===== config.mk =====
export PLATFORM = sky130hd
export DESIGN_NAME = pll_cfg_seq
export DESIGN_NICKNAME = d
export VERILOG_FILES = /design/src/rtl/pll_seq_pkg.sv /design/src/rtl/pll_seq_fsm.sv /design/src/rtl/pll_ctl_regs.sv /design/src/rtl/pll_div2.sv /design/src/rtl/pll_cfg_seq.sv
export SDC_FILE = /design/constraint.sdc
export NUM_CORES = 1
export LEC_CHECK = 0
export ABC_CLOCK_PERIOD_IN_PS = 3400
export BUFFER_PORTS_ARGS = -buffer_cell sky130_fd_sc_hd__buf_2
export CAP_MARGIN = 30
export CORE_ASPECT_RATIO = 0.9
export CORE_UTILIZATION = 40
export DETAILED_ROUTE_END_ITERATION = 6
export PLACE_DENSITY = 0.68
export SLEW_MARGIN = 20
export SYNTH_ARGS = -nofsm -noshare
export SYNTH_HDL_FRONTEND = slang
export SYNTH_HIERARCHICAL = 1
export SYNTH_SLANG_ARGS = --single-unit

===== constraint.sdc =====
create_clock -name clk -period 3.4 [get_ports clk]
set_input_delay 0.34 -clock clk [delete_from_list [all_inputs] [get_ports clk]]
set_output_delay 0.34 -clock clk [all_outputs]
set_load 0.01 [all_outputs]

===== src/rtl/pll_seq_pkg.sv =====
`timescale 1ns/1ps
// Package: shared field positions, masks, state and step encodings for the
// secondary PLL configuration sequencer. Assumes the fixed 32-bit word layout.
package pll_seq_pkg;

    localparam int MULT_W = 13;
    localparam int DIV_W  = 6;
    localparam int BW_W   = MULT_W - 1;

    localparam int W0_BWLO_LSB = 24;
    localparam int W0_BYP_BIT  = 23;
    localparam int W0_MULT_LSB = 6;
    localparam int W0_DIV_LSB  = 0;
    localparam int W1_RST_BIT  = 14;
    localparam int W1_SAT_BIT  = 6;
    localparam int W1_BWHI_LSB = 0;

    localparam logic [31:0] W0_MASK = 32'hFF87_FFFF;
    localparam logic [31:0] W1_MASK = 32'h0000_404F;

    typedef enum logic [3:0] {
        ST_IDLE, ST_WAIT, ST_SAT, ST_BYP, ST_RST, ST_PROG,
        ST_HOLD, ST_REL, ST_LOCK, ST_UNBYP, ST_DONE
    } seq_state_e;

    typedef enum logic [2:0] {
        OP_NONE, OP_SAT, OP_BYP_ON, OP_RST_ON, OP_PROG, OP_RST_OFF, OP_BYP_OFF
    } seq_op_e;

    // Bandwidth adjust is half the multiplier, rounded down.
    function automatic logic [BW_W-1:0] bw_of(input logic [MULT_W-1:0] m);
        return m[MULT_W-1:1];
    endfunction

endpackage


===== src/rtl/pll_seq_fsm.sv =====
`timescale 1ns/1ps
// Module: sequencer state machine. Accepts a start when idle, waits for the
// primary clock ready flag, then issues one field-update step per state.
// A shared counter times the reset hold and lock wait.
// Assumes RST_HOLD >= 1 and LOCK_WAIT >= 1, and inputs synchronous to clk.
module pll_seq_fsm
    import pll_seq_pkg::*;
#(
    parameter int RST_HOLD  = 8,
    parameter int LOCK_WAIT = 16
) (
    input  logic    clk,
    input  logic    rst_n,
    input  logic    start,
    input  logic    pri_ready,
    output seq_op_e op,
    output logic    accept,
    output logic    busy,
    output logic    done
);

    localparam int MAX_WAIT = (RST_HOLD > LOCK_WAIT) ? RST_HOLD : LOCK_WAIT;
    localparam int CNT_W    = $clog2(MAX_WAIT + 1);
    localparam logic [CNT_W-1:0] HOLD_LAST = CNT_W'(RST_HOLD - 1);
    localparam logic [CNT_W-1:0] LOCK_LAST = CNT_W'(LOCK_WAIT - 1);

    seq_state_e         state, nxt;
    logic [CNT_W-1:0]   cnt;

    // Next-state selection.
    always_comb begin
        nxt = state;
        unique case (state)
            ST_IDLE:  if (start) nxt = ST_WAIT;
            ST_WAIT:  if (pri_ready) nxt = ST_SAT;
            ST_SAT:   nxt = ST_BYP;
            ST_BYP:   nxt = ST_RST;
            ST_RST:   nxt = ST_PROG;
            ST_PROG:  nxt = ST_HOLD;
            ST_HOLD:  if (cnt == HOLD_LAST) nxt = ST_REL;
            ST_REL:   nxt = ST_LOCK;
            ST_LOCK:  if (cnt == LOCK_LAST) nxt = ST_UNBYP;
            ST_UNBYP: nxt = ST_DONE;
            ST_DONE:  nxt = ST_IDLE;
            default:  nxt = ST_IDLE;
        endcase
    end

    // State register.
    always_ff @(posedge clk) begin
        if (!rst_n) state <= ST_IDLE;
        else        state <= nxt;
    end

    // Wait counter: cleared on every state change, counts in the timed states.
    always_ff @(posedge clk) begin
        if (!rst_n)                                  cnt <= '0;
        else if (nxt != state)                       cnt <= '0;
        else if (state == ST_HOLD || state == ST_LOCK) cnt <= cnt + 1'b1;
    end

    // Step decode: one register update per step state.
    always_comb begin
        unique case (state)
            ST_SAT:   op = OP_SAT;
            ST_BYP:   op = OP_BYP_ON;
            ST_RST:   op = OP_RST_ON;
            ST_PROG:  op = OP_PROG;
            ST_REL:   op = OP_RST_OFF;
            ST_UNBYP: op = OP_BYP_OFF;
            default:  op = OP_NONE;
        endcase
    end

    // Status outputs.
    assign accept = (state == ST_IDLE) && start;
    assign busy   = (state != ST_IDLE) && (state != ST_DONE);
    assign done   = (state == ST_DONE);

    p_wait_holds_r6: assert property (@(posedge clk) disable iff (!rst_n)
        (state == ST_WAIT && !pri_ready) |=> (state == ST_WAIT && busy));
    p_done_pulse_r7: assert property (@(posedge clk) disable iff (!rst_n)
        done |=> !done);
    p_hold_bound_r7: assert property (@(posedge clk) disable iff (!rst_n)
        (state == ST_HOLD || state == ST_LOCK) |-> (cnt < CNT_W'(MAX_WAIT)));
    p_busy_ends_done_r8: assert property (@(posedge clk) disable iff (!rst_n)
        $fell(busy) |-> done);

endmodule


===== src/rtl/pll_ctl_regs.sv =====
`timescale 1ns/1ps
// Module: the two PLL control words. Sequencer steps take priority; software
// writes are masked to the defined fields and dropped while busy.
// Assumes op is OP_NONE whenever the sequencer is idle.
module pll_ctl_regs
    import pll_seq_pkg::*;
(
    input  logic              clk,
    input  logic              rst_n,
    input  seq_op_e           op,
    input  logic              busy,
    input  logic [MULT_W-1:0] mult,
    input  logic [DIV_W-1:0]  div,
    input  logic              sw_we,
    input  logic              sw_addr,
    input  logic [31:0]       sw_wdata,
    output logic [31:0]       w0,
    output logic [31:0]       w1
);

    logic [BW_W-1:0] bw;

    // Derived bandwidth value for the programming step.
    assign bw = bw_of(mult);

    // Word update: sequencer step, else an idle software write.
    always_ff @(posedge clk) begin
        if (!rst_n) begin
            w0 <= '0;
            w1 <= '0;
        end else begin
            unique case (op)
                OP_SAT:     w1[W1_SAT_BIT] <= 1'b1;
                OP_BYP_ON:  w0[W0_BYP_BIT] <= 1'b1;
                OP_RST_ON:  w1[W1_RST_BIT] <= 1'b1;
                OP_PROG: begin
                    w0[W0_BWLO_LSB +: 8]     <= bw[7:0];
                    w0[W0_MULT_LSB +: MULT_W] <= mult;
                    w0[W0_DIV_LSB +: DIV_W]   <= div;
                    w1[W1_BWHI_LSB +: 4]     <= bw[BW_W-1:8];
                end
                OP_RST_OFF: w1[W1_RST_BIT] <= 1'b0;
                OP_BYP_OFF: w0[W0_BYP_BIT] <= 1'b0;
                default: begin
                    if (sw_we && !busy) begin
                        if (sw_addr) w1 <= sw_wdata & W1_MASK;
                        else         w0 <= sw_wdata & W0_MASK;
                    end
                end
            endcase
        end
    end

    p_reserved_zero_r2: assert property (@(posedge clk) disable iff (!rst_n)
        ((w0 & ~W0_MASK) == 32'h0) && ((w1 & ~W1_MASK) == 32'h0));
    p_rst_after_byp_r5: assert property (@(posedge clk) disable iff (!rst_n)
        (op == OP_RST_ON) |-> (w0[W0_BYP_BIT] && w1[W1_SAT_BIT]));
    p_prog_in_reset_r5: assert property (@(posedge clk) disable iff (!rst_n)
        (op == OP_PROG) |-> (w1[W1_RST_BIT] && w0[W0_BYP_BIT]));
    p_unbyp_after_rel_r7: assert property (@(posedge clk) disable iff (!rst_n)
        (op == OP_BYP_OFF) |-> !w1[W1_RST_BIT]);
    p_busy_write_drop_r8: assert property (@(posedge clk) disable iff (!rst_n)
        (busy && sw_we && op == OP_NONE) |=> ($stable(w0) && $stable(w1)));

endmodule


===== src/rtl/pll_div2.sv =====
`timescale 1ns/1ps
// Module: toggle flop dividing the PLL output tick by two, used as the
// downstream coprocessor clock enable. Assumes tick is synchronous to clk.
module pll_div2 (
    input  logic clk,
    input  logic rst_n,
    input  logic tick,
    output logic q
);

    // Toggle on every tick.
    always_ff @(posedge clk) begin
        if (!rst_n)    q <= 1'b0;
        else if (tick) q <= ~q;
    end

    p_div2_hold_r10: assert property (@(posedge clk) disable iff (!rst_n)
        !tick |=> $stable(q));

endmodule


===== src/rtl/pll_cfg_seq.sv =====
`timescale 1ns/1ps
// Module: top of the secondary PLL configuration sequencer. Captures the
// targets on an accepted start, runs the step sequence, exposes both
// control words and a read port, and divides the PLL tick by two.
// Assumes all inputs are synchronous to clk.
module pll_cfg_seq
    import pll_seq_pkg::*;
#(
    parameter int RST_HOLD  = 8,
    parameter int LOCK_WAIT = 16
) (
    input  logic        clk,
    input  logic        rst_n,
    input  logic [12:0] tgt_mult,
    input  logic [5:0]  tgt_div,
    input  logic        start,
    input  logic        pri_ready,
    input  logic        sw_we,
    input  logic        sw_addr,
    input  logic [31:0] sw_wdata,
    output logic [31:0] sw_rdata,
    input  logic        pll_tick,
    output logic [31:0] ctl0,
    output logic [31:0] ctl1,
    output logic        busy,
    output logic        done,
    output logic        div2_q
);

    seq_op_e            op;
    logic               accept;
    logic [MULT_W-1:0]  mult_q;
    logic [DIV_W-1:0]   div_q;

    // Target capture on an accepted start.
    always_ff @(posedge clk) begin
        if (!rst_n) begin
            mult_q <= '0;
            div_q  <= '0;
        end else if (accept) begin
            mult_q <= tgt_mult;
            div_q  <= tgt_div;
        end
    end

    pll_seq_fsm #(
        .RST_HOLD  (RST_HOLD),
        .LOCK_WAIT (LOCK_WAIT)
    ) u_fsm (
        .clk       (clk),
        .rst_n     (rst_n),
        .start     (start),
        .pri_ready (pri_ready),
        .op        (op),
        .accept    (accept),
        .busy      (busy),
        .done      (done)
    );

    pll_ctl_regs u_regs (
        .clk      (clk),
        .rst_n    (rst_n),
        .op       (op),
        .busy     (busy),
        .mult     (mult_q),
        .div      (div_q),
        .sw_we    (sw_we),
        .sw_addr  (sw_addr),
        .sw_wdata (sw_wdata),
        .w0       (ctl0),
        .w1       (ctl1)
    );

    pll_div2 u_div2 (
        .clk   (clk),
        .rst_n (rst_n),
        .tick  (pll_tick),
        .q     (div2_q)
    );

    // Read mux.
    assign sw_rdata = sw_addr ? ctl1 : ctl0;

    p_no_start_while_busy_r8: assert property (@(posedge clk) disable iff (!rst_n)
        (busy && start) |=> ($stable(mult_q) && $stable(div_q)));

endmodule


== Word level (Yosys, flattened, before mapping) ==
Cells that the tools add are included.

* Output and inout bits: 99
* Logic and storage cells: 80
* Memories: 0
* Input bits: 58
* Bits in registers: 63
* ROM bits: 0
* Bits in latches: 0
* RAM bits: 0

* Mux-type cells: 17
* Shifts and indexed selects: 0
* Add/sub/neg operators: 1
* Reductions and logical operators: 24
* Divide/modulo/power cells: 0
* Bitwise operators: 6
* $lt $le $gt $ge: 0
* Multipliers: 0
* Eq/ne operators: 22

{| class="wikitable"
|+ Operators by type and width
! cell !! number
|-
| $mux W32 || 3
|-
| $pmux W4 S10 || 1
|-
| $pmux W19 S2 || 1
|-
| $mux W15 || 2
|-
| $pmux W3 S6 || 1
|-
| $eq A4 B3 Y1 const B || 4
|-
| $mux W4 || 4
|-
| $pmux W8 S2 || 1
|-
| $reduce_and A3 Y1 || 5
|-
| $eq A4 B4 Y1 const B || 3
|-
| $reduce_or A5 Y1 || 2
|-
| $eq A3 B3 Y1 const B || 3
|-
| $reduce_bool A3 Y1 || 3
|-
| $eq A4 B2 Y1 const B || 2
|-
| $pmux W4 S2 || 1
|-
| $reduce_bool A2 Y1 || 4
|-
| $reduce_or A4 Y1 || 2
|-
| $eq A3 B2 Y1 const B || 2
|-
| $not A1 Y1 || 6
|-
| $pmux W1 S3 || 2
|-
| $add A5 B1 Y5 const B || 1
|-
| $eq A5 B3 Y1 const B || 1
|-
| $eq A5 B4 Y1 const B || 1
|-
| $eq A4 B1 Y1 const B || 1
|-
| other kinds (12) || 14
|}

== Longest topological paths before layout ==
Gate-level depths: netlist (run 1).

* Depth in word-level cells: 6
* Gate-level depth with buffers: 12
* Mapped depth without buffers: 8

== Cells and area by module ==
Netlist (run 1), hierarchy kept.

{| class="wikitable"
|+ By module, submodules not included
! module !! instances !! sequential area each (sq um) !! area each (sq um) !! cells an instance
|-
| pll_ctl_regs || 1 || 680.7 || 2043.2 || 211
|-
| pll_cfg_seq || 1 || 380.4 || 1242.4 || 96
|-
| pll_seq_fsm || 1 || 180.2 || 638.1 || 79
|-
| pll_div2 || 1 || 20.0 || 35.0 || 3
|}

== Worst setup path after synthesis (run 1) ==
Ideal clock, no wire load.

* Kind: reg-to-reg
* Start: register u_fsm.state[0]
* End: register u_regs.w0[0]
* Required time: 3274 ps
* Clock period less this slack: 2499 ps
* Setup slack: 901 ps
* Path buffers: 3
* Library setup time: 126 ps
* Data arrival time: 2373 ps
* Cell stages (with the launch flop): 9
* Path through: dfxtp_1 clkbuf_1 clkbuf_1 a21boi_0 inv_2 nor3_2 buf_2 mux2i_1 a21oi_2

* Cells in the longest elaborated chain, start to end: 6
* Elaborated cells on any way between the ends: 24
* Classes of those cells: 14 x eq/ne; 2 x mux; 1 x bitwise; 7 x reduce/logical

{| class="wikitable"
|+ RTL lines
! item !! RTL line !! text
|-
| from (decl) || pll_seq_fsm.sv:27 || <nowiki>seq_state_e state, nxt;</nowiki>
|-
| from (signal assigned) || pll_seq_fsm.sv:52 || <nowiki>else state <= nxt;</nowiki>
|-
| $eq A4 B4 Y1 (tied with other cells) || pll_seq_fsm.sv:64 || <nowiki>unique case (state)</nowiki>
|-
| $pmux W3 S6 * || pll_seq_fsm.sv:64 ||
|-
| named net op[2] || pll_cfg_seq.sv:30 || <nowiki>seq_op_e op;</nowiki>
|-
| $eq A3 B1 Y1 (tied with other cells) || pll_ctl_regs.sv:32 || <nowiki>unique case (op)</nowiki>
|-
| $reduce_or A5 Y1 (no source line) || -- ||
|-
| $not A1 Y1 (no source line) || -- ||
|-
| $reduce_and A3 Y1 (no source line) || -- ||
|-
| to (signal, indexed assignment) || pll_ctl_regs.sv:37 || <nowiki>w0[W0_BWLO_LSB +: 8] <= bw[7:0];</nowiki>
|-
| to (signal, indexed assignment) || pll_ctl_regs.sv:38 || <nowiki>w0[W0_MULT_LSB +: MULT_W] <= mult;</nowiki>
|-
| to (signal, indexed assignment) || pll_ctl_regs.sv:39 || <nowiki>w0[W0_DIV_LSB +: DIV_W] <= div;</nowiki>
|-
| to (decl) || pll_ctl_regs.sv:17 || <nowiki>output logic [31:0] w0,</nowiki>
|}

Mark *: on every way through the listed nets, which the timed path passes. The rest lies on a longest branch.
A chain may end at the register's enable or synchronous reset.

== Worst setup path after layout (run 1) ==
* Start: register u_fsm.state[3]
* End: register u_regs.w0[6]

Same word-level chain as after synthesis.

==> results of run 1 <==
worst max-delay path: stages (launching register included):
cell and delay (ns):
dfxtp_1 0.60, or3b_1 0.48, a21boi_0 0.21, buf_4 0.17, inv_2 0.09, a21boi_4 0.44
or2_1 0.20, buf_4 0.26, a21oi_2 0.08
cell families after synthesis:
logic type / count (synthesis) / share of synthesized area, %
AO/OA/AOI/OAI: 93 / 17.2
XOR/XNOR: 5 / 1.11
adder cells (fa/ha/maj): 2 / 0.632
buffers and inverters: 61 / 11.4
flip-flops: 63 / 31.9
multiplexers: 87 / 25.9
other: 1 / 0.0947
AND/OR/NAND/NOR: 77 / 11.8
metal layers:
| layer | vias up | GRT usage (%) | part of all wire, % |
|---|---|---|---|
| met5 | - | 0 | 0 |
| met4 | 0 | 5.59 | 1.0 |
| met3 | 10 | 3.62 | 4.8 |
| met2 | 107 | 30.6 | 47 |
| met1 | 1473 | 23.6 | 47 |
| li1 | 1567 | - | - |
path summary, 6_finish.rpt:
kind	end	start	depth (start not counted)
worst max-delay path	u_regs/w0[6]	u_fsm/state[3]	8
worst min-delay path	div_q[0]	tgt_div[0]	3
worst max register to register	u_regs/w0[6]	u_fsm/state[3]	8
worst min register to register	u_regs/w0[23]	u_regs/w0[23]	2
flip-flops by register name (all words and copies together) (netlist names):
signal,cells
div_q,6
mult_q,13
u_div2/q,1
u_fsm/cnt,5
u_fsm/state,4
u_regs/w0,28
u_regs/w1,6
stage by stage:
| stage | cell area [um^2] | total power [uW] | utilization, % |
|---|---|---|---|
| after CTS | 4710 | 2320 | 48.8 |
| after detailed placement | 4470 | 1500 | 46.3 |
| after global routing | 4710 | 2420 | 48.8 |
| final | 4710 | 2290 | 48.8 |
| after floorplan | 4070 | 1360 | - |
| after global placement | 4470 | 1490 | 46.3 |
power groups by stage:
stage	Combinational (uW)	Sequential (uW)	Clock (uW)
floorplan	451	905	0
global placement	581	911	0
detailed placement	589	915	0
CTS	591	898	826
global route	653	910	860
finish	588	896	806
placed cells by master (no fill, tap or decap), types with 12 or more instances in the layout:
master     n
nor2b_1   25
o31ai_1   34
a21oi_1   17
dfxtp_1   63
buf_2    118
buf_4     12
conb_1    30
mux2_4    30
a21oi_2   20
mux2i_1   55
cell type report:
class | count | area (um^2)
clock buffers | 9 | 124
clock inverters | 7 | 120
fillers | 929 | 4950
inverters | 2 | 7.51
multi-input cells | 294 | 2360
flip-flops and latches | 63 | 1260
well taps | 126 | 158
repair buffers | 130 | 681
==> metrics.txt, run 1 <==
status=finished, final reports clean; Die H=96.4 um; cts hold-fix bufs=0; row count=34; total gr overflow=0; critical path launch point type=register; switching pwr=700 uW; cell total after placement=615; worst-skew pair later-pin latency=0.35 ns; power share of the clock group=about a third; placer congestion estimate=around 0.82; antenna violations before repair=0; cts repair resizes=0; post-synthesis sequential area ratio=around a third; Slew headroom=a little under three fifths; Slew Viols, Final=0; Yosys top cell area share=a little under a third; crit path kind=register to register; I/O pins=about 160; DRC viols=0; CTS root buf=clkbuf_8; total wire length=9470 um; overall routing resource usage=between 10% and 20%; min Tclk post-route=about 2.7 ns; vias in the first global route=between 2,000 and 3,000; Achievable Freq=~380 MHz; total negative slack=0 ns; # Max-Cap Violations=0; Post-synth EDFFs=0; total number of yosys warnings=6; ys flop type=dfxtp_1; Post-CTS Setup Bufs=0; initial DRC count=roughly 90; Reg clk slew, reported paths=~0.07 ns; sw frac=a little under a third; cell with the most instances after synthesis=dfxtp_1; Routed Antenna Nets=0; drt via density=roughly 5.0; sequential cell fraction of total power=roughly 40%; synthesized instance count=389; # setup viols final=0; Yosys cell types=50; worst path required time=between 3 and 4 ns; die area=a little over 10,000 um^2; core area=around 9700 um^2; first-pass GRT wire length=between 10,000 and 15,000 um; R2R setup slack=0.74 ns; final non-filler cell total=roughly 630; Worst Slack Setup Final=~0.74 ns; Longest Clk Path Bufs=2; post-synthesis register bit count=63; via count=roughly 3,200; Max rail drop VDD=between 0.2 and 0.25 mV; RSZ-0062 raised after global routing=no; clock sink count=63; n_diodes=0; Clock H-tree levels=3; Mapped Area=about 4000 um^2; ranking of synthesized cells by area=dfxtp_1, mux2i_1, mux2_4, o31ai_1, buf_4; number of CTS-inserted buffers=9; Pleak=0.00217 uW; PD cells=between 400 and 500 nW/um^2; DP Worst Slack=between 0.7 and 0.8 ns; CTS tree=done; Fin. Hold Viols=0; ratio of cells with drive above 1 in the final layout=41.0%; list of most frequent post-synthesis cells=dfxtp_1, mux2i_1, o31ai_1; CP Max Fanout=16; fin crit share=78.2%; IO Port Bufs=around 120; Worst setup EP type=register; Final nets=560; worst hold margin=0.245 ns; Worst Max-Slew Pin Slew=roughly 0.65 ns; Die X=107 um; pin count of the biggest net entering global routing=approximately 40; CP arrival=slightly below 3 ns; Final Skew=around 0.0058 ns; TritonRoute pass-1 iters=4; P_int=1590 uW; area delta synth->final=19.0%; Hold WC Path Type=input port to register; Avg Cell Area, Syn=roughly 10 um^2; Post-synth ARST share=0%; largest area contributor in the netlist=dfxtp_1; Comb pwr share=roughly a quarter; dpl hpwl=approximately 7000 um; Initial Util=between 40 and 50%; drt wl/cell=~15 um
Power figures use the tool's default switching activity.
==> run 2, diff against run 1 <==
Settings changed: ABC_AREA set to 1, ABC_CLOCK_PERIOD_IN_PS 3400 to 2150, PLACE_DENSITY 0.68 to 0.7.
Clock period 3.4 ns to 2.15 ns, I/O delays scaled along.
==> metrics.txt, run 2 <==
status=finished, final reports clean; CP arrival=2.26 ns (-0.63 ns); RSZ-0062 raised after global routing=no; Die H=99.5 um (+3.3%); Die X=110 um (+3.3%); area share of xor/xnor cells in the synthesized design=0.622% (-0.48 points); Routed Antenna Nets=0 (unchanged); largest area contributor in the netlist=dfxtp_1; via count=3,975 (+26%); cell with the most instances after synthesis=nand2_1; critical path launch point type=register; synthesized instance count=692 (+78%); overall routing resource usage=18.4% (+0.21 points); number of CTS-inserted buffers=9 (unchanged); max FFs per register=28 (unchanged); Fin. Hold Viols=0 (unchanged); Pleak=0.00276 uW (+27%); fin crit share=92.6% (+14 points); first-pass GRT wire length=15,600 um (+9.0%); area delta synth->final=20.0%; n_diodes=0 (unchanged); final non-filler cell total=935 (+48%); Clock H-tree levels=3 (unchanged); Avg Cell Area, Syn=6.11 um^2 (-40%); Achievable Freq=502 MHz (+34%); Yosys top cell area share=29.8% (-2.0 points); worst hold margin=0.121 ns (-0.125 ns); IO Port Bufs=118 (unchanged); placer congestion estimate=0.872 (+6.7%); # Max-Cap Violations=0 (unchanged); largest family of logic cells by synthesized area=simple AND/OR/NAND/NOR gates; Worst setup EP type=register; worst path required time=2.41 ns (-1.22 ns); CTS tree=done; Slew Viols, Final=0 (unchanged); ys flop type=dfxtp_1; post-synthesis register bit count=63 (unchanged); Final Skew=0.00601 ns (+0.000186 ns); cell total after placement=919 (+49%); I/O pins=157 (unchanged); area share of fa/ha/maj cells after synthesis=0.592% (-0.040 points); R2R depth=12 (+4); Multi-input gate area=2140 um^2 (-9.5%); Yosys cell types=32 (-36%); Post-synth EDFFs=0 (unchanged); Hold WC Path Type=input port to register; PD cells=741 nW/um^2 (+52%); FF/Latch Area=1260 um^2 (+0.20%); Reg clk slew, reported paths=0.06 ns (about the same); Post-synth ARST share=0% (unchanged); # setup viols final=0 (unchanged); vias in the first global route=3,455 (+23%); Fillers=1,104 (+19%); clock sink count=63 (unchanged); compound-gate portion of the synthesized area=9.12% (-8.1 points); ratio of cells with drive above 1 in the final layout=27.0% (-14 points); total number of yosys warnings=6 (unchanged); most common cell after layout, fill and taps aside=nand2_1; min Tclk post-route=1.99 ns (-0.668 ns); Initial Util=41.2% (+0.25 points); Largest regs=u_regs/w0 (28), mult_q (13); worst-skew pair later-pin latency=0.33 ns (-0.02 ns); die area=11,000 um^2 (+6.6%); total wire length=9870 um (+4.3%); Longest Clk Path Bufs=2 (unchanged); core area=10,200 um^2 (+6.1%); antenna violations before repair=0 (unchanged); Max rail drop VDD=0.310 mV (+28%); total negative slack=0 ns (unchanged); TritonRoute pass-1 iters=4 (unchanged); most frequent cells in the layout=nand2_1, inv_1, buf_2; list of most frequent post-synthesis cells=nand2_1, inv_1, nor2_1; Hold Crit Depth=3 (unchanged); DRC viols=0 (unchanged); post-synthesis sequential area ratio=29.8% (-2.0 points); CTS root buf=clkbuf_16; CP Max Fanout=51 (+35); crit path kind=register to register; dpl hpwl=7440 um (+7.7%); total gr overflow=0 (unchanged); Mapped Area=4230 um^2 (+6.8%); initial DRC count=208 (+140%); drt wl/cell=10.6 um (-30%); pin count of the biggest net entering global routing=66 (+61%); final core utilization=49.5% (+0.71 points); row count=35 (+2.9%); Synth Area in Simple Gates=37.4% (+26 points); Final nets=861 (+54%); Largest Register=u_regs/w0; ranking of synthesized cells by area=dfxtp_1, nand2_1, inv_1, nor2_1, o21ai_0; post-synthesis mux area share=0% (-26 points); drt via density=4.25 (-15%)
## run 2: cell families (layout without fill, tap and decap cells)
| group | after synthesis | in the layout |
|---|---|---|
| buf+inv | 189 | 274 |
| simple gates | 360 | 360 |
| flops | 63 | 63 |
| fa+ha+maj | 2 | 2 |
| compound gates | 74 | 74 |
| other cells | 1 | 30 |
| xor+xnor | 3 | 3 |
## run 2: worst paths after layout
kind | from | end | slack (ns)
max reg2reg | u_fsm/state[2] | u_regs/w0[1] | 0.16
min | pll_tick | u_div2/q | 0.12
max | u_fsm/state[2] | u_regs/w0[1] | 0.16
min reg2reg | mult_q[10] | mult_q[10] | 0.46
## run 2: what timing repair did
item / in CTS / in global routing
hold endpoints to repair: 0 / 0
gates resized for setup: 0 / 2
endpoints found under the setup margin: 0 / 28
hold buffers: 0 / 0
setup buffers: 0 / 0
## run 2: cell type report
class	instances	share of cell area (%)
clock buffer	11	4.98
clock inverter	5	0.642
inverter	131	9.70
multi-input combinational	469	42.1
sequential	63	24.9
tap	129	3.18
timing repair buffer	127	14.5
## run 2: through the flow
stage | cell area [um^2] | power [uW] | worst slack [ns]
2_1_floorplan | 4340 | 2170 | 0.302
3_3_place_gp | 4780 | 2420 | 0.181
3_5_place_dp | 4780 | 2430 | 0.159
4_1_cts | 5070 | 3810 | 0.152
5_1_grt | 5070 | 4020 | 0.00369
6_report | 5070 | 3760 | 0.158
## run 2: worst max-delay path: stages, from the launching register on
cell and delay [ns]:
dfxtp_1 0.38, inv_2 0.09, nor2_4 0.19, nand3_1 0.13, nand3_1 0.23, inv_2 0.09
nand3_2 0.11, buf_12 0.20, buf_4 0.19, nand2_1 0.07, o21ai_0 0.08, nor2_1 0.06
nor2_1 0.10
## run 2: per-layer routing
layer | global-route usage, % | routed length (um)
met4 | 7.69 | 169
met5 | 0 | 0
met1 | 24.0 | 4790
met2 | 28.4 | 4130
met3 | 4.91 | 781
## run 2: report_power, final
part	total (uW)	internal (uW)	leakage [uW]	switching [uW]
Sequential	1400	1300	0.000519	101
Combinational	1000	387	0.00211	613
Clock	1360	837	0.000134	520
==> run 3, diff against run 2 <==
Settings changed: ABC_CLOCK_PERIOD_IN_PS 2150 to 2200, PLACE_DENSITY 0.7 to 0.67.
Clock period 2.15 ns to 2.2 ns, I/O delays scaled along.
==> metrics.txt, run 3 (synthesized netlist as in run 2, its figures left out) <==
row count=35 (unchanged); CP Max Fanout=18 (-65%); worst path required time=2.45 ns (+0.04 ns); n_diodes=0 (unchanged); Routed Antenna Nets=0 (unchanged); area delta synth->final=19.6%; initial DRC count=168 (-19%); drt wl/cell=10.9 um (+3.1%); CTS root buf=clkbuf_16; Final Skew=0.00716 ns (+0.00115 ns); dpl hpwl=7750 um (+4.2%); sequential cell fraction of total power=37.3% (about the same); I/O pins=157 (unchanged); via count=3,939 (-0.91%); number of CTS-inserted buffers=9 (unchanged); crit path kind=register to register; Max rail drop VDD=0.313 mV (+1.1%); R2R setup slack=0.22 ns (+0.06 ns); Post-CTS Setup Bufs=0 (unchanged); Die H=99.5 um (unchanged); Final nets=862 (+0.12%); R2R depth=13 (+1); P_int=2460 uW (-2.5%); worst-skew pair later-pin latency=0.32 ns (about the same); total gr overflow=0 (unchanged); Slew Viols, Final=0 (unchanged); Worst setup EP type=register; Critical Path Sink=u_regs/w0[29]; # Max-Cap Violations=0 (unchanged); most frequent cells in the layout=nand2_1, inv_1, buf_2; Longest Clk Path Bufs=2 (unchanged); pin count of the biggest net entering global routing=60 (-9.1%); Reg-to-Reg End=u_regs/w0[29]; Fin. Hold Viols=0 (unchanged); cts repair resizes=0 (unchanged); total wire length=10,200 um (+3.2%); CTS tree=done; # setup viols final=0 (unchanged); CP arrival=2.23 ns (-0.03 ns); sw frac=33.0% (+0.12 points); cts hold-fix bufs=0 (unchanged); Achievable Freq=505 MHz (+0.67%); vias in the first global route=3,378 (-2.2%); worst r2r src=u_fsm/state[3]; clock sink count=63 (unchanged); worst hold margin=0.133 ns (+0.0127 ns); Pleak=0.00276 uW (-0.15%); status=finished, final reports clean; power share of the clock group=36.2% (about the same); min Tclk post-route=1.98 ns (-0.0132 ns); Comb pwr share=26.5% (about the same); Die X=110 um (unchanged); Largest regs=u_regs/w0 (28), mult_q (13); IO Port Bufs=118 (unchanged); max FFs per register=28 (unchanged); fin crit share=89.9% (-2.7 points); die area=11,000 um^2 (unchanged); TritonRoute pass-1 iters=4 (unchanged); total negative slack=0 ns (unchanged); Reg clk slew, reported paths=0.06 ns (about the same); critical path launch point type=register; Initial Util=41.2% (unchanged); Hold WC Path Type=input port to register; RSZ-0062 raised after global routing=no; core area=10,200 um^2 (unchanged); ratio of cells with drive above 1 in the final layout=27.1% (+0.090 points); worst setup path startpoint=u_fsm/state[3]; overall routing resource usage=18.7% (+0.30 points); Largest Register=u_regs/w0; Clock H-tree levels=3 (unchanged); antenna violations before repair=0 (unchanged); placer congestion estimate=0.840 (-3.7%); switching pwr=1210 uW (-2.0%); drt via density=4.21 (-1.0%); first-pass GRT wire length=15,800 um (+1.9%); most common cell after layout, fill and taps aside=nand2_1; PD cells=726 nW/um^2 (-2.0%); DRC viols=0 (unchanged)
[run 3: changes by cell type in the layout (fill, tap and decap cells not counted), sizes merged]
cell / change
buf: +1
[run 3: power groups by stage]
| stage | combinational [uW] | sequential (uW) | clock [uW] |
|---|---|---|---|
| 5_1_grt | 1130 | 1390 | 1400 |
| 3_5_place_dp | 972 | 1400 | 0 |
| 6_report | 974 | 1370 | 1330 |
| 2_1_floorplan | 711 | 1410 | 0 |
| 4_1_cts | 978 | 1370 | 1370 |
| 3_3_place_gp | 970 | 1390 | 0 |
[run 3: worst max-delay path: stages (launching register included)]
cell and delay [ns]:
dfxtp_1 0.45, inv_2 0.08, nor2_2 0.11, nand2_2 0.10, a21oi_1 0.28, nand2_1 0.09, nand2_1 0.09, nand2_1 0.06
inv_2 0.08, nand2_4 0.15, buf_12 0.20, nand2_1 0.06, nand2_1 0.05, nor2_1 0.11
[run 3: final cells by class]
class | count | area, um^2
multi-input cells | 469 | 2140
inverters | 131 | 492
well taps | 129 | 161
fillers | 1109 | 5190
flip-flops and latches | 63 | 1260
repair buffers | 128 | 716
clock buffers | 11 | 253
clock inverters | 5 | 32.5
[run 3: how the worst min path moves through the flow]
stage / startpoint / to / cells after the start
2_1_floorplan: rst_n / u_fsm/state[0] / 2
3_3_place_gp: pll_tick / u_div2/q / 3
3_5_place_dp: mult_q[10] / mult_q[10] / 2
4_1_cts: pll_tick / u_div2/q / 3
5_1_grt: pll_tick / u_div2/q / 3
6_report: pll_tick / u_div2/q / 3
[run 3: per-layer routing]
layer	GRT usage, %	vias up	part of all wire (%)
met3	4.59	9	7.1
met1	24.9	1613	49
li1	-	2197	-
met5	0	-	0
met4	4.35	0	0.83
met2	30.2	120	43
[run 3: through the flow]
stage	power (uW)	util (%)	setup slack, ns	area (um^2)	std cells
final	3670	49.3	0.221	5050	936
after global routing	3920	49.3	0.0271	5050	936
after CTS	3720	49.3	0.180	5050	936
after detailed placement	2370	46.5	0.201	4770	920
after global placement	2360	46.5	0.220	4770	920
after floorplan	2120	-	0.352	4340	721
